===== src/rtl/plru4_pkg.sv =====
// Shared types for the four-way pseudo-LRU selector.
// Assumes exactly four ways; the tree layout depends on it.
package plru4_pkg;
    typedef logic [1:0] way_t;

    // b0 chooses the pair, b1 orders ways 0/1, b2 orders ways 2/3
    typedef struct packed {
        logic b2;
        logic b1;
        logic b0;
    } tree_t;
endpackage


===== src/rtl/plru4_tree_store.sv =====
// Per-set storage of the three tree bits.
// One write port, one combinational read port. Reset or clear empties
// all sets. Assumes NUM_SETS is a power of two so every index is in range.
module plru4_tree_store
    import plru4_pkg::*;
#(
    parameter int NUM_SETS = 64,
    localparam int SET_W   = $clog2(NUM_SETS)
) (
    input  logic             clk,
    input  logic             rst_n,
    input  logic             clr_all,
    input  logic             wr_en,
    input  logic [SET_W-1:0] wr_idx,
    input  tree_t            wr_tree,
    input  logic [SET_W-1:0] rd_idx,
    output tree_t            rd_tree
);
    tree_t mem [NUM_SETS];

    // State update: a clear beats a write
    always_ff @(posedge clk) begin
        if (!rst_n || clr_all) begin
            for (int i = 0; i < NUM_SETS; i++) begin
                mem[i] <= '0;
            end
        end else if (wr_en) begin
            mem[wr_idx] <= wr_tree;
        end
    end

    // Read port for the addressed set
    always_comb begin
        rd_tree = mem[rd_idx];
    end
endmodule


===== src/rtl/plru4_victim_pick.sv =====
// Victim choice for one set. An empty way wins first, lowest number
// first. With all ways full the tree bits decide. Purely combinational.
module plru4_victim_pick
    import plru4_pkg::*;
(
    input  logic [3:0] valid,
    input  tree_t      tree,
    output way_t       victim
);
    logic any_empty;
    way_t first_empty;
    way_t tree_pick;

    // Lowest-numbered empty way
    always_comb begin
        any_empty   = ~&valid;
        first_empty = '0;
        for (int i = 3; i >= 0; i--) begin
            if (!valid[i]) first_empty = way_t'(i);
        end
    end

    // Walk of the tree: root picks the pair, the pair bit picks the way
    always_comb begin
        if (tree.b0) tree_pick = tree.b2 ? 2'd3 : 2'd2;
        else         tree_pick = tree.b1 ? 2'd1 : 2'd0;
    end

    // An empty way overrides the tree
    always_comb begin
        victim = any_empty ? first_empty : tree_pick;
    end
endmodule


===== src/rtl/plru4_tree_next.sv =====
// Next tree state after a way is used: the bits are pointed away
// from the used way. The bit of the other pair is kept.
module plru4_tree_next
    import plru4_pkg::*;
(
    input  tree_t cur,
    input  way_t  used,
    output tree_t nxt
);
    // Move the path away from the used way
    always_comb begin
        nxt = cur;
        unique case (used)
            2'd0: begin nxt.b0 = 1'b1; nxt.b1 = 1'b1; end
            2'd1: begin nxt.b0 = 1'b1; nxt.b1 = 1'b0; end
            2'd2: begin nxt.b0 = 1'b0; nxt.b2 = 1'b1; end
            default: begin nxt.b0 = 1'b0; nxt.b2 = 1'b0; end
        endcase
    end
endmodule


===== src/rtl/plru4_fill_gate.sv =====
// Cacheability gate. A fill needs the page flag clear and the
// active-low external enable low. The write-through flag only passes on.
module plru4_fill_gate (
    input  logic page_nocache,
    input  logic ext_cache_en_n,
    input  logic page_wthru,
    output logic fill_ok,
    output logic wthru_out
);
    // Both signals must permit the fill (a NOR of the two)
    always_comb begin
        fill_ok   = ~(page_nocache | ext_cache_en_n);
        wthru_out = page_wthru;
    end
endmodule


===== src/rtl/plru4_victim_sel.sv =====
// Four-way pseudo-LRU victim selector, top level.
// Reads the addressed set's tree and names a victim. Updates the tree
// on a hit, or on a miss that may fill. Assumes hit_way is meaningful
// only with hit=1 and that set_idx is below NUM_SETS.
module plru4_victim_sel
    import plru4_pkg::*;
#(
    parameter int NUM_SETS = 64,
    localparam int SET_W   = $clog2(NUM_SETS)
) (
    input  logic             clk,
    input  logic             rst_n,
    input  logic             inv_all,
    input  logic [SET_W-1:0] set_idx,
    input  logic [3:0]       way_valid,
    input  logic             acc_vld,
    input  logic             hit,
    input  logic [1:0]       hit_way,
    input  logic             page_nocache,
    input  logic             ext_cache_en_n,
    input  logic             page_wthru,
    output logic [1:0]       victim_way,
    output logic             fill_ok,
    output logic             wthru_out
);
    tree_t cur_tree;
    tree_t new_tree;
    way_t  pick;
    way_t  used_way;
    logic  upd_en;

    plru4_fill_gate u_gate (
        .page_nocache   (page_nocache),
        .ext_cache_en_n (ext_cache_en_n),
        .page_wthru     (page_wthru),
        .fill_ok        (fill_ok),
        .wthru_out      (wthru_out)
    );

    plru4_victim_pick u_pick (
        .valid  (way_valid),
        .tree   (cur_tree),
        .victim (pick)
    );

    // Way to mark as used and whether the tree moves at all
    always_comb begin
        used_way   = hit ? way_t'(hit_way) : pick;
        upd_en     = acc_vld & (hit | fill_ok);
        victim_way = pick;
    end

    plru4_tree_next u_next (
        .cur  (cur_tree),
        .used (used_way),
        .nxt  (new_tree)
    );

    plru4_tree_store #(.NUM_SETS(NUM_SETS)) u_store (
        .clk     (clk),
        .rst_n   (rst_n),
        .clr_all (inv_all),
        .wr_en   (upd_en),
        .wr_idx  (set_idx),
        .wr_tree (new_tree),
        .rd_idx  (set_idx),
        .rd_tree (cur_tree)
    );

    // with an empty way present the victim is empty
    a_r1_empty_victim: assert property (@(posedge clk) disable iff (!rst_n)
        (way_valid != 4'hF) |-> !way_valid[victim_way]);

    // root bit 0 with all ways full keeps the victim in ways 0/1
    a_r2_low_pair: assert property (@(posedge clk) disable iff (!rst_n)
        (way_valid == 4'hF && !cur_tree.b0) |-> !victim_way[1]);

    // a hit on way 0 leaves b0 and b1 set in the next cycle
    a_r7_hit_way0: assert property (@(posedge clk) disable iff (!rst_n)
        (acc_vld && hit && hit_way == 2'd0 && !inv_all) |=>
        (set_idx != $past(set_idx)) || (cur_tree.b0 && cur_tree.b1));

    // a miss that may not fill keeps the tree
    a_r9_nocache_hold: assert property (@(posedge clk) disable iff (!rst_n)
        (acc_vld && !hit && !fill_ok && !inv_all) |=>
        (set_idx != $past(set_idx)) || (cur_tree == $past(cur_tree)));

    // after an invalidate every set reads as cleared
    a_r10_inv_clears: assert property (@(posedge clk) disable iff (!rst_n)
        inv_all |=> (cur_tree == '0));

    // a fill is never allowed against either cacheability signal
    a_r5_fill_gate: assert property (@(posedge clk) disable iff (!rst_n)
        (page_nocache || ext_cache_en_n) |-> !fill_ok);
endmodule


===== config.mk =====
export PLATFORM = sky130hd
export DESIGN_NAME = plru4_victim_sel
export DESIGN_NICKNAME = d
export VERILOG_FILES = /design/src/rtl/plru4_pkg.sv /design/src/rtl/plru4_tree_store.sv /design/src/rtl/plru4_victim_pick.sv /design/src/rtl/plru4_tree_next.sv /design/src/rtl/plru4_fill_gate.sv /design/src/rtl/plru4_victim_sel.sv
export SDC_FILE = /design/constraint.sdc
export NUM_CORES = 1
export LEC_CHECK = 0
export BUFFER_PORTS_ARGS = -buffer_cell sky130_fd_sc_hd__buf_2
export CAP_MARGIN = 40
export CORE_MARGIN = 2
export CORE_UTILIZATION = 55
export DETAILED_ROUTE_END_ITERATION = 10
export GPL_TIMING_DRIVEN = 0
export PLACE_DENSITY = 0.79
export SLEW_MARGIN = 20
export SYNTH_ARGS = -nofsm -noshare
export SYNTH_HDL_FRONTEND = slang
export SYNTH_SLANG_ARGS = --single-unit

===== constraint.sdc =====
create_clock -name clk -period 3.2 [get_ports clk]
set_input_delay 0.32 -clock clk [delete_from_list [all_inputs] [get_ports clk]]
set_output_delay 0.32 -clock clk [all_outputs]
set_load 0.005 [all_outputs]

==> summary.md <==
| Metric | Value |
|---|---|
| Vias | `roughly 7500` |
| Placement Rows | `48` |
| Die width | `between 100 and 150 um` |
| # diodes | `0` |
| I/O pins | `24` |
| Filler instances | `between 1000 and 1500` |
| Most frequent cells in the layout | `edfxtp_1 (192), nand2_1 (152), nor3_1 (109)` |
| DR WL/cell | `approximately 27 um` |
| Overall power | `5730 uW` |
| Minimum clock period | `approximately 3.2 ns` |
| DPL Wire Length | `around 20000 um` |
| Syn avg cell area | `11.7 um2` |
| RSZ-0062 raised after global routing | `true` |
| TritonCTS buffer count | `17` |
| H-Tree Depth | `4` |
| CP peak stage delay | `approximately 0.44 ns` |
| Share of layout cells above drive strength 1 | `0.207` |
| Final core occ | `0.630` |
| Sequential area share after synthesis | `0.602` |
| Count of cell types in the netlist | `56` |
| Worst min path class | `primary input to flop` |
| Clock sink count | `192` |
| Setup CP Type | `primary input to flop` |
| Largest fanout on the critical path | `10` |
| Multi-input gate area | `between 0.003 and 0.004 mm2` |
| Post-Syn Instances | `between 800 and 900` |
| Worst Setup End Kind | `flop` |
| Antenna violation net count after detailed routing | `0` |
| Die height | `about 140 um` |
| Register Area | `0.00577 mm2` |
| Vias in the first global route | `between 7000 and 8000` |
| Setup WS post-layout | `-0.0318 ns` |
| Actual slew at the worst max-slew pin | `1.00 ns` |
| GR Util All Layers | `0.334` |
| Layout area overhead | `13.0%` |
| CTS Hold Bufs | `0` |
| Largest net degree at the start of global routing | `17` |
| Status | `finished, violations left` |
| Drt drc | `0` |
| Static Leakage | `~0.004 uW` |
| Routability cong. | `roughly 0.97` |
| CORE AREA | `~0.017 mm2` |
| Global route total overflow | `0` |
| WL final | `between 20000 and 30000 um` |
| Port bufs | `18` |
| Largest registers | `u_store.mem (192)` |
| Maxcap violations | `0` |
| Most common cell after layout, fill and taps aside | `edfxtp_1` |
| Initial antenna violation count | `0` |
| Setup Skew | `between 0.01 and 0.015 ns` |
| Worst EP arrival | `between 3 and 4 ns` |
| CTS tree | `done` |
| Post-synthesis async set-or-reset flop share | `0` |
| Drt pass-1 iters | `6` |
| Final hold vios | `0` |
| Placement Setup Slack | `-1.09 ns` |
| PD cells | `between 500 and 600 mW/mm2` |
| Die area | `0.0185 mm2` |
| Yosys warnings | `0` |
| CTS root buf | `clkbuf_16` |
| Failing checks | `negative setup slack` |
| Final Max Tran Viols | `0` |
| Clock buffer depth | `2` |
| Initial Util | `0.558` |
| Post-synth EDFFs | `between 150 and 200` |
| First-pass GRT wire length | `~44000 um` |
| FMAX | `309 MHz` |
| Maximum VDD drop | `roughly 400 uV` |
| Number of DRC markers in iteration 0 | `around 1300` |
| CP Cell Sequence | `buf_2 > clkbuf_4 > nand2b_1 > o22a_1 > o21ai_0 > a221oi_2 > buf_4 > a41oi_2 > mux2_4 > nor2_2 > buf_4 > buf_2 > nor3_1` |
| Max reg flops | `roughly 190` |
| Worst Path Required | `about 3.4 ns` |
| Reg with most FFs | `u_store.mem` |
| Slowest cell on the critical path | `nand2b_1` |
| Cell Area, Synth | `approximately 0.0096 mm2` |
| Crit start category | `primary input` |
| Placed insts | `around 1100` |
| Via density | `6.78` |
| Normalized max-slew margin | `0.331` |
| Non-filler cells, final | `1108` |
| Post-Syn Nets | `around 840` |
| Synth Flop Type | `edfxtp_1` |
| Final Cycle Share | `1.01` |
| Seq cells post-synth | `around 190` |
| Number of setup violations in the final report | `21` |
| Clock Pin Slew Worst Setup and Hold Paths | `approximately 0.07 ns` |
| NumNets Final | `roughly 890` |
| Skew-Pair Late Insertion Delay | `0.44 ns` |
kinds of logic after synthesis:
| group | Yosys count | synth area share |
|---|---|---|
| AND/OR/NAND/NOR | 418 | 0.209 |
| flip-flops | 192 | 0.602 |
| buffers and inverters | 81 | 0.0433 |
| AO/OA/AOI/OAI | 75 | 0.0615 |
| multiplexers | 51 | 0.0847 |
where the power goes:
group	switching, uW	total [uW]	leakage, uW	internal, uW
Clock	936	2150	0.000270	1210
Sequential	42.4	2910	0.00212	2870
Combinational	467	670	0.00156	203
Yosys cell counts, drive strengths merged (3+ instances only):
library cell / count / share of area
o32ai: 3 / 0.0027
a22o: 4 / 0.0037
edfxtp: 192 / 0.60
nor3: 131 / 0.079
a221oi: 7 / 0.0070
and2: 5 / 0.0035
nor2b: 8 / 0.0052
nand3: 10 / 0.0052
o21ai: 9 / 0.0047
a32oi: 3 / 0.0027
nand3b: 3 / 0.0023
a211oi: 3 / 0.0042
clkbuf: 32 / 0.013
a31oi: 3 / 0.0020
a21boi: 3 / 0.0023
mux2: 8 / 0.0098
nor2: 77 / 0.030
inv: 8 / 0.0031
and3b: 7 / 0.0064
buf: 41 / 0.028
a21oi: 8 / 0.0042
mux2i: 20 / 0.021
a22oi: 8 / 0.0063
nand2b: 9 / 0.0059
o22ai: 4 / 0.0026
nand2: 152 / 0.060
mux4: 23 / 0.054
nor3b: 6 / 0.0047
and3: 6 / 0.0039
what timing repair did:
item                       CTS  global route
resized for setup           24            18
setup buffers                4             1
setup endpoints to repair  189           144
pin swaps                    5             3
critical path: cells and delay by family:
family / cells / cell delay [ns]
simple gates: 3 / 0.84
mux: 1 / 0.33
compound gates: 4 / 0.88
buf+inv: 5 / 1.04
layer usage:
metal,global-route usage,share of wire
met1,0.428,0.34
met2,0.494,0.45
met3,0.0869,0.13
met4,0.238,0.073
met5,0,0
metrics by stage:
stage | TNS, ns | hold slack [ns] | cell area, um2
final | -0.318 | 0.577 | 10800
after global routing | -0.459 | 0.555 | 10800
after CTS | 0 | 0.614 | 10700
after detailed placement | -176.22 | 0.810 | 10100
after global placement | -279.34 | 0.807 | 9960
after floorplan | 0 | 0.681 | 9580
path summary, 6_finish.rpt:
| path | slack (ns) | startpoint | endpoint | cells past startpoint |
|---|---|---|---|---|
| worst min-delay path | 0.58 | inv_all | u_store.mem[13][0] | 4 |
| worst max-delay path | -0.03 | set_idx[2] | u_store.mem[5][2] | 13 |
| worst max register to register | 0.03 | u_store.mem[29][0] | u_store.mem[5][2] | 11 |
| worst min register to register | 1.15 | u_store.mem[53][1] | u_store.mem[24][1] | 5 |
area by class of cell:
| cell class | count | area share |
|---|---|---|
| inverters | 8 | 0.00312 |
| clock inverters | 13 | 0.0134 |
| multi-input cells | 544 | 0.322 |
| flip-flops and latches | 192 | 0.533 |
| repair buffers | 35 | 0.0222 |
| clock buffers | 18 | 0.0396 |
| plain buffers | 73 | 0.0408 |
| well taps | 225 | 0.0260 |
No activity file was read; power rests on OpenSTA's default activity.
